`config.mk`:
```
export PLATFORM = sky130hd
export DESIGN_NAME = shifter_unit
export DESIGN_NICKNAME = d
export VERILOG_FILES = /design/src/rtl/shf_pkg.sv /design/src/rtl/shf_datapath.sv /design/src/rtl/shf_flags.sv /design/src/rtl/shifter_unit.sv
export SDC_FILE = /design/constraint.sdc
export NUM_CORES = 1
export LEC_CHECK = 0
export BUFFER_PORTS_ARGS = -buffer_cell sky130_fd_sc_hd__clkbuf_2
export CORE_MARGIN = 1.5
export CORE_UTILIZATION = 40
export DETAILED_ROUTE_END_ITERATION = 10
export PLACE_DENSITY = 0.77
export SYNTH_ARGS = -nofsm -noshare
export SYNTH_HDL_FRONTEND = slang
export SYNTH_SLANG_ARGS = --single-unit
export TNS_END_PERCENT = 1
```
`constraint.sdc`:
```
create_clock -name vclk -period 1.8
set_input_delay 0.18 -clock vclk [all_inputs]
set_output_delay 0.18 -clock vclk [all_outputs]
set_load 0.02 [all_outputs]
```
`src/rtl/shf_pkg.sv`:
```
package shf_pkg;

   typedef enum logic [2:0] {
      SH_LSL  = 3'd0,
      SH_LSR  = 3'd1,
      SH_ROL  = 3'd2,
      SH_ROR  = 3'd3,
      SH_ASR  = 3'd4,
      SH_SWAP = 3'd5,
      SH_RSV6 = 3'd6,
      SH_RSV7 = 3'd7
   } shf_op_e;

   localparam int STAT_W = 8;
   localparam int FL_C   = 0;
   localparam int FL_Z   = 1;
   localparam int FL_N   = 2;
   localparam int FL_V   = 3;
   localparam int FL_S   = 4;
   localparam int FL_H   = 5;
   localparam int FL_T   = 6;
   localparam int FL_I   = 7;

endpackage

```
`src/rtl/shf_datapath.sv`:
```
module shf_datapath
   import shf_pkg::*;
#(
   parameter int WIDTH = 8
) (
   input  logic [WIDTH-1:0] opnd_i,
   input  shf_op_e          op_i,
   input  logic             cin_i,
   output logic [WIDTH-1:0] res_o,
   output logic             cout_o,
   output logic             upd_o
);

   localparam int HALF = WIDTH / 2;
   localparam int MSB  = WIDTH - 1;

   logic             fill_lo;
   logic             fill_hi;
   logic [WIDTH-1:0] up_v;
   logic [WIDTH-1:0] dn_v;
   logic [WIDTH-1:0] sw_v;

   // bits entering at either end depend on the operation
   always_comb begin
      fill_lo = (op_i == SH_ROL) ? cin_i : 1'b0;
      unique case (op_i)
         SH_ROR:  fill_hi = cin_i;
         SH_ASR:  fill_hi = opnd_i[MSB];
         default: fill_hi = 1'b0;
      endcase
   end

   for (genvar b = 0; b < WIDTH; b++) begin : g_bit
      if (b == 0) begin : g_lo
         assign up_v[b] = fill_lo;
      end else begin : g_lo_mid
         assign up_v[b] = opnd_i[b-1];
      end
      if (b == MSB) begin : g_hi
         assign dn_v[b] = fill_hi;
      end else begin : g_hi_mid
         assign dn_v[b] = opnd_i[b+1];
      end
      assign sw_v[b] = opnd_i[(b + HALF) % WIDTH];
   end

   always_comb begin
      res_o  = opnd_i;
      cout_o = cin_i;
      upd_o  = 1'b0;
      unique case (op_i)
         SH_LSL, SH_ROL: begin
            res_o  = up_v;
            cout_o = opnd_i[MSB];
            upd_o  = 1'b1;
         end
         SH_LSR, SH_ROR, SH_ASR: begin
            res_o  = dn_v;
            cout_o = opnd_i[0];
            upd_o  = 1'b1;
         end
         SH_SWAP: res_o = sw_v;
         default: res_o = opnd_i;
      endcase
   end

endmodule

```
`src/rtl/shf_flags.sv`:
```
module shf_flags
   import shf_pkg::*;
#(
   parameter int WIDTH = 8
) (
   input  logic [WIDTH-1:0]  res_i,
   input  logic              cout_i,
   input  logic              upd_i,
   input  logic [STAT_W-1:0] stat_i,
   output logic [STAT_W-1:0] stat_o
);

   logic zf;
   logic nf;
   logic vf;
   logic sf;

   assign zf = ~|res_i;
   assign nf = res_i[WIDTH-1];
   assign vf = nf ^ cout_i;
   assign sf = nf ^ vf;

   always_comb begin
      stat_o = stat_i;
      if (upd_i) begin
         stat_o[FL_C] = cout_i;
         stat_o[FL_Z] = zf;
         stat_o[FL_N] = nf;
         stat_o[FL_V] = vf;
         stat_o[FL_S] = sf;
      end
   end

endmodule

```
`src/rtl/shifter_unit.sv`:
```
module shifter_unit
   import shf_pkg::*;
#(
   parameter int WIDTH = 8
) (
   input  logic [WIDTH-1:0]  opnd_i,
   input  logic [2:0]        op_i,
   input  logic [STAT_W-1:0] stat_i,
   output logic [WIDTH-1:0]  res_o,
   output logic [STAT_W-1:0] stat_o
);

   if (WIDTH < 2 || (WIDTH % 2) != 0) begin : g_bad_width
      $error("shifter_unit: WIDTH must be even and at least 2");
   end

   shf_op_e          op_e;
   logic [WIDTH-1:0] res_w;
   logic             cout_w;
   logic             upd_w;

   assign op_e = shf_op_e'(op_i);

   shf_datapath #(.WIDTH(WIDTH)) u_dp (
      .opnd_i (opnd_i),
      .op_i   (op_e),
      .cin_i  (stat_i[FL_C]),
      .res_o  (res_w),
      .cout_o (cout_w),
      .upd_o  (upd_w)
   );

   shf_flags #(.WIDTH(WIDTH)) u_fl (
      .res_i  (res_w),
      .cout_i (cout_w),
      .upd_i  (upd_w),
      .stat_i (stat_i),
      .stat_o (stat_o)
   );

   assign res_o = res_w;

endmodule

```
======== Word level (Yosys, flattened, before mapping) ========
Index checks and enable logic that the tools add are counted.
storage, ports and cells
  register bits after elaboration ......... 0
  latch bits .............................. 0
  output and inout port bits .............. 16
  logic and storage cells ................. 19
  memories ................................ 0
  memory bits (writable) .................. 0
  memory bits (read-only) ................. 0
operators by class
  $add $sub $neg .......................... 0
  $lt $le $gt $ge ......................... 0
  muxes and demuxes ....................... 6
  multipliers ............................. 0
  divide/modulo/power cells ............... 0
  equal/unequal tests ..................... 5
  bitwise operators ....................... 2
  shifts and indexed selects .............. 0
  reductions and logical operators ........ 6
operators by type and width
  operator                                                                number
  8-bit case mux with 3 select lines                                      1
  8-bit OR reduction                                                      1
  3-bit by 2-bit equality test with 1-bit output (second input constant)  2
  3-bit equality test (second input constant)                             2
  5-bit two-way mux                                                       1
  5-bit OR reduction                                                      1
  1-bit case mux with 2 select lines                                      2
  3-bit by 1-bit equality test with 1-bit output (second input constant)  1
  3-bit zero test                                                         1
  3-bit OR reduction                                                      1
  1-bit two-way mux                                                       2
  2-bit OR reduction                                                      1
  1-bit XOR                                                               2
  1-bit zero test                                                         1

======== Depth between registers and ports, before layout ========
  depth in word-level cells ............... 6
  depth in mapped cells ................... 7
  mapped depth without buffers ............ 5

======== Modules after synthesis ========
A second synthesis with hierarchy kept.
unflattened totals
  cell total of the unflattened synthesis .. 70
  area total of the unflattened synthesis .. 459.2 sq um
by module, submodules not included
  module        cells an instance  times used  sequential area each (sq um)  area each (sq um)
  shf_datapath  54                 1           0.0                           352.8
  shf_flags     16                 1           0.0                           106.4

======== Worst setup path before layout ========
Ideal clock, no wire load.
  path kind ............................... input port to output port
  start point ............................. input op_i[2]
  end point ............................... output stat_o[1]
  data required time ...................... 1.620 ns
  setup slack ............................. -0.082 ns
  arrival time ............................ 1.702 ns
  path buffers ............................ 2
  cell stages on the path ................. 7
  cell sequence ........................... buf_6 > nor2b_4 > buf_6 > a221oi_4 > o21ai_2 > or3_1 > o31ai_2
on the way
  longest elaborated chain between the ends .. 6
  elaborated cells on any way between the ends .. 16
ends and longest elaborated chain
  element                                                                 line                text
  from (decl)                                                             shifter_unit.sv:7   input logic [2:0] op_i,
  3-bit by 1-bit equality test with 1-bit output (tied with other cells)  shf_datapath.sv:51  unique case (op_i)
  3-bit OR reduction / 2-bit OR reduction (equally long branches)         --
  8-bit case mux with 3 select lines (*)                                  shf_datapath.sv:51
  named net res_o[2]                                                      shifter_unit.sv:9   output logic [WIDTH-1:0] res_o,
  8-bit OR reduction (*)                                                  shf_flags.sv:18     assign zf = ~|res_i;
  1-bit zero test (*)                                                     shf_flags.sv:18
  5-bit two-way mux (*)                                                   shf_flags.sv:25     if (upd_i) begin
  to (decl)                                                               shifter_unit.sv:10  output logic [STAT_W-1:0] stat_o
Mark *: on every way through the listed nets, which the timed path passes. The rest lies on a longest branch.

======== Worst setup path after layout ========
  start point ............................. input op_i[2]
  end point ............................... output stat_o[1]
on the way
  longest elaborated chain between the ends .. 6
  elaborated cells on any way between the ends .. 16
ends and longest elaborated chain
  element                                                     line                                    text
  3-bit equality test (tied with other cells)                 shf_datapath.sv:26, shf_datapath.sv:51
  1-bit case mux with 2 select lines (tied with other cells)  shf_datapath.sv:26                      unique case (op_i)
  8-bit case mux with 3 select lines                          shf_datapath.sv:51
  8-bit OR reduction                                          shf_flags.sv:18
  1-bit zero test                                             shf_flags.sv:18
  5-bit two-way mux (*)                                       shf_flags.sv:25
Every way passes the cells marked *; elsewhere a longest branch is shown, timed or not.

==> impl_metrics.py <==
metrics = {
    "outcome": {
        "outcome": "complete, but fails checks",
        "violations": "setup timing",
    },
    "global_routing": {
        "grt_pass1_vias": 716,
        "antenna_found_initial": 0,
        "grt_usage": 0.279,
        "overflow": 0,
        "grt_max_degree": 15,
        "grt_first_pass_wirelength_mm": 3.08,
    },
    "sta": {
        "period_share": 1.05,
        "final-setup-viol-count": 1,
        "tns_ns": -0.0834,
        "rsz0062_at_grt": "true",
        "period_minus_slack_ns": 1.88,
        "worst_slew_pin_slew_ns": 0.324,
        "hold_violations": 0,
        "drv_slew": 0,
        "slew_headroom": 0.784,
        "max_freq_ghz": 0.531,
        "layout_setup_ws_ns": -0.0834,
    },
    "yosys": {
        "synth.distinct_cells": 38,
        "synthAdderAreaFrac": 0,
        "ys_warn_count": 0,
        "yosysSeqAreaShare": 0,
        "synth_top_family_by_area": "compound AO/OA/AOI/OAI gates",
        "synthMuxAreaShare": 0.0397,
        "syn-cell-area_um2": 536,
        "synthCells": 73,
        "synthXorXnorAreaFrac": 0.0164,
        "syn_nets": 92,
        "synth_compound_area_frac": 0.528,
        "synth_area_per_cell_um2": 7.34,
        "yosys.area_share.simple": 0.262,
    },
    "place": {
        "gp_congestion": 0.779,
        "numPortBuffers": 29,
        "pre_cts_ws_ns": -0.142,
        "hpwl_mm": 1.38,
    },
    "drt": {
        "viasPerCell": 6.16,
        "vias": 826,
        "routedWlPerCell_um": 16.8,
        "drt_iter0_drc": 35,
        "drc_errors": 0,
        "wirelength_mm": 2.25,
        "drtPass1Iterations": 4,
        "antenna_left": 0,
    },
    "finish": {
        "nets": 140,
        "seqCellArea_um2": 0,
        "diodes": 0,
        "drive_above_1_share": 0.664,
        "seq_cell_count": 0,
        "clock_buffers": 0,
        "fillers": 80,
        "final_util": 0.788,
        "syn_to_final_growth_pct": 86.7,
    },
    "critical_path": {
        "end_kind": "output port",
        "path_class": "input pin to output port",
        "crit_start": "op_i[2]",
        "crit_path_max_incr_delay_ns": 0.40,
        "arrival_ns": 1.70,
        "path_cells": "clkbuf_16, buf_12, o22a_1, o221a_4, or3_4, o31ai_4, clkbuf_8",
        "slowest_stage": "or3_4",
        "crit_required_ns": 1.62,
        "crit_fanout": 7,
        "cp-start-kind": "input pin",
    },
    "floorplan": {
        "fp.dieH_um": 39.6,
        "io_pins": 35,
        "start_util": 0.422,
        "die_x_um": 39.6,
        "row_count": 13,
        "core_um2": 1270,
        "die-area_um2": 1570,
    },
    "min_path": {
        "hold_end": "stat_o[5]",
        "hold_path.class": "input pin to output port",
        "hold_start": "stat_i[5]",
        "hold_depth": 0,
    },
    "flow_run": {
        "maxCapViolCount": 0,
    },
    "power_and_ir_drop": {
        "p_leak_nw": 0.464,
        "pwr_density_cell_nw_per_um2": 346,
        "ir_worst_vdd_mv": 0.148,
    },
}
-- final cells by class --
cell class                      count  area (um^2)  share of cell area
Timing Repair Buffer               56          424               0.424
Inverter                            3         11.3              0.0113
Tap cell                           15         18.8              0.0188
Multi-Input combinational cell     60          546               0.546
-- routing by layer --
| metal | track usage | up-vias | wire length [um] |
|---|---|---|---|
| met5 | 0 | - | 0 |
| met4 | 0.0776 | 0 | 23 |
| met3 | 0.0227 | 2 | 127 |
| met2 | 0.520 | 42 | 1200 |
| met1 | 0.330 | 397 | 906 |
| li1 | - | 385 | - |
-- repair_timing --
action | 4_1_cts | 5_1_grt
pin swaps | 8 | 8
setup endpoints to repair | 2 | 3
gates resized for setup | 17 | 9
cloned | 1 | 0
buffers inserted | 7 | 1
hold buffers | 0 | 0
-- power by group --
group	internal (mW)	switching [mW]
combinational	0.169	0.176
clock	0	0
sequential	0	0
total	0.169	0.176
-- synthesized netlist by cell type, types with 3 or more instances --
library cell  n  area, um^2
buf_4         4        30.0
o22a_1        4        35.0
nor2_1        6        22.5
inv_1         3        11.3
a211oi_1      3        22.5
a21oi_1       5        25.0
o221ai_1      4        35.0
or3_1         3        18.8
o21ai_0       3        15.0
-- worst max-delay path: cells and delay by family --
kind	cells	cell delay [ns]
AOI/OAI and AO/OA	3	0.66
buffers and inverters	3	0.46
and+or+nand+nor	1	0.40
-- through the flow --
step                instances  power (mW)  instance area [um^2]  hold slack, ns
detailed placement        125       0.274                   793           0.360
finish                    134       0.345                  1000           0.360
global route              134       0.365                  1000           0.360
CTS                       133       0.323                   968           0.360
global placement          125       0.268                   793           0.360
floorplan                  73       0.175                   553           0.473
-- worst max-delay path by stage --
stage	slack (ns)	depth (start not counted)	to
finish	-0.08	7	stat_o[1]
global route	-0.14	7	stat_o[1]
CTS	-0.04	8	stat_o[1]
detailed placement	-0.14	8	stat_o[1]
global placement	-0.09	8	stat_o[1]
floorplan	0.01	6	stat_o[1]
-- logic make-up (layout without fill, tap and decap cells) --
logic type / after synthesis / after routing
AO/OA/AOI/OAI: 34 / 34
XOR/XNOR: 1 / 1
multiplexers: 2 / 2
buffers and inverters: 13 / 59
AND/OR/NAND/NOR: 23 / 23
-- layout by cell type, fill, tap and decap left out, types with 3 or more instances in the layout --
master,netlist,final
nor2_1,6,6
clkbuf_2,1,25
o22a_1,4,4
or3_4,0,3
o221ai_1,4,3
buf_4,4,25
inv_1,3,3
a21oi_2,0,3
Power figures use the tool's default switching activity.
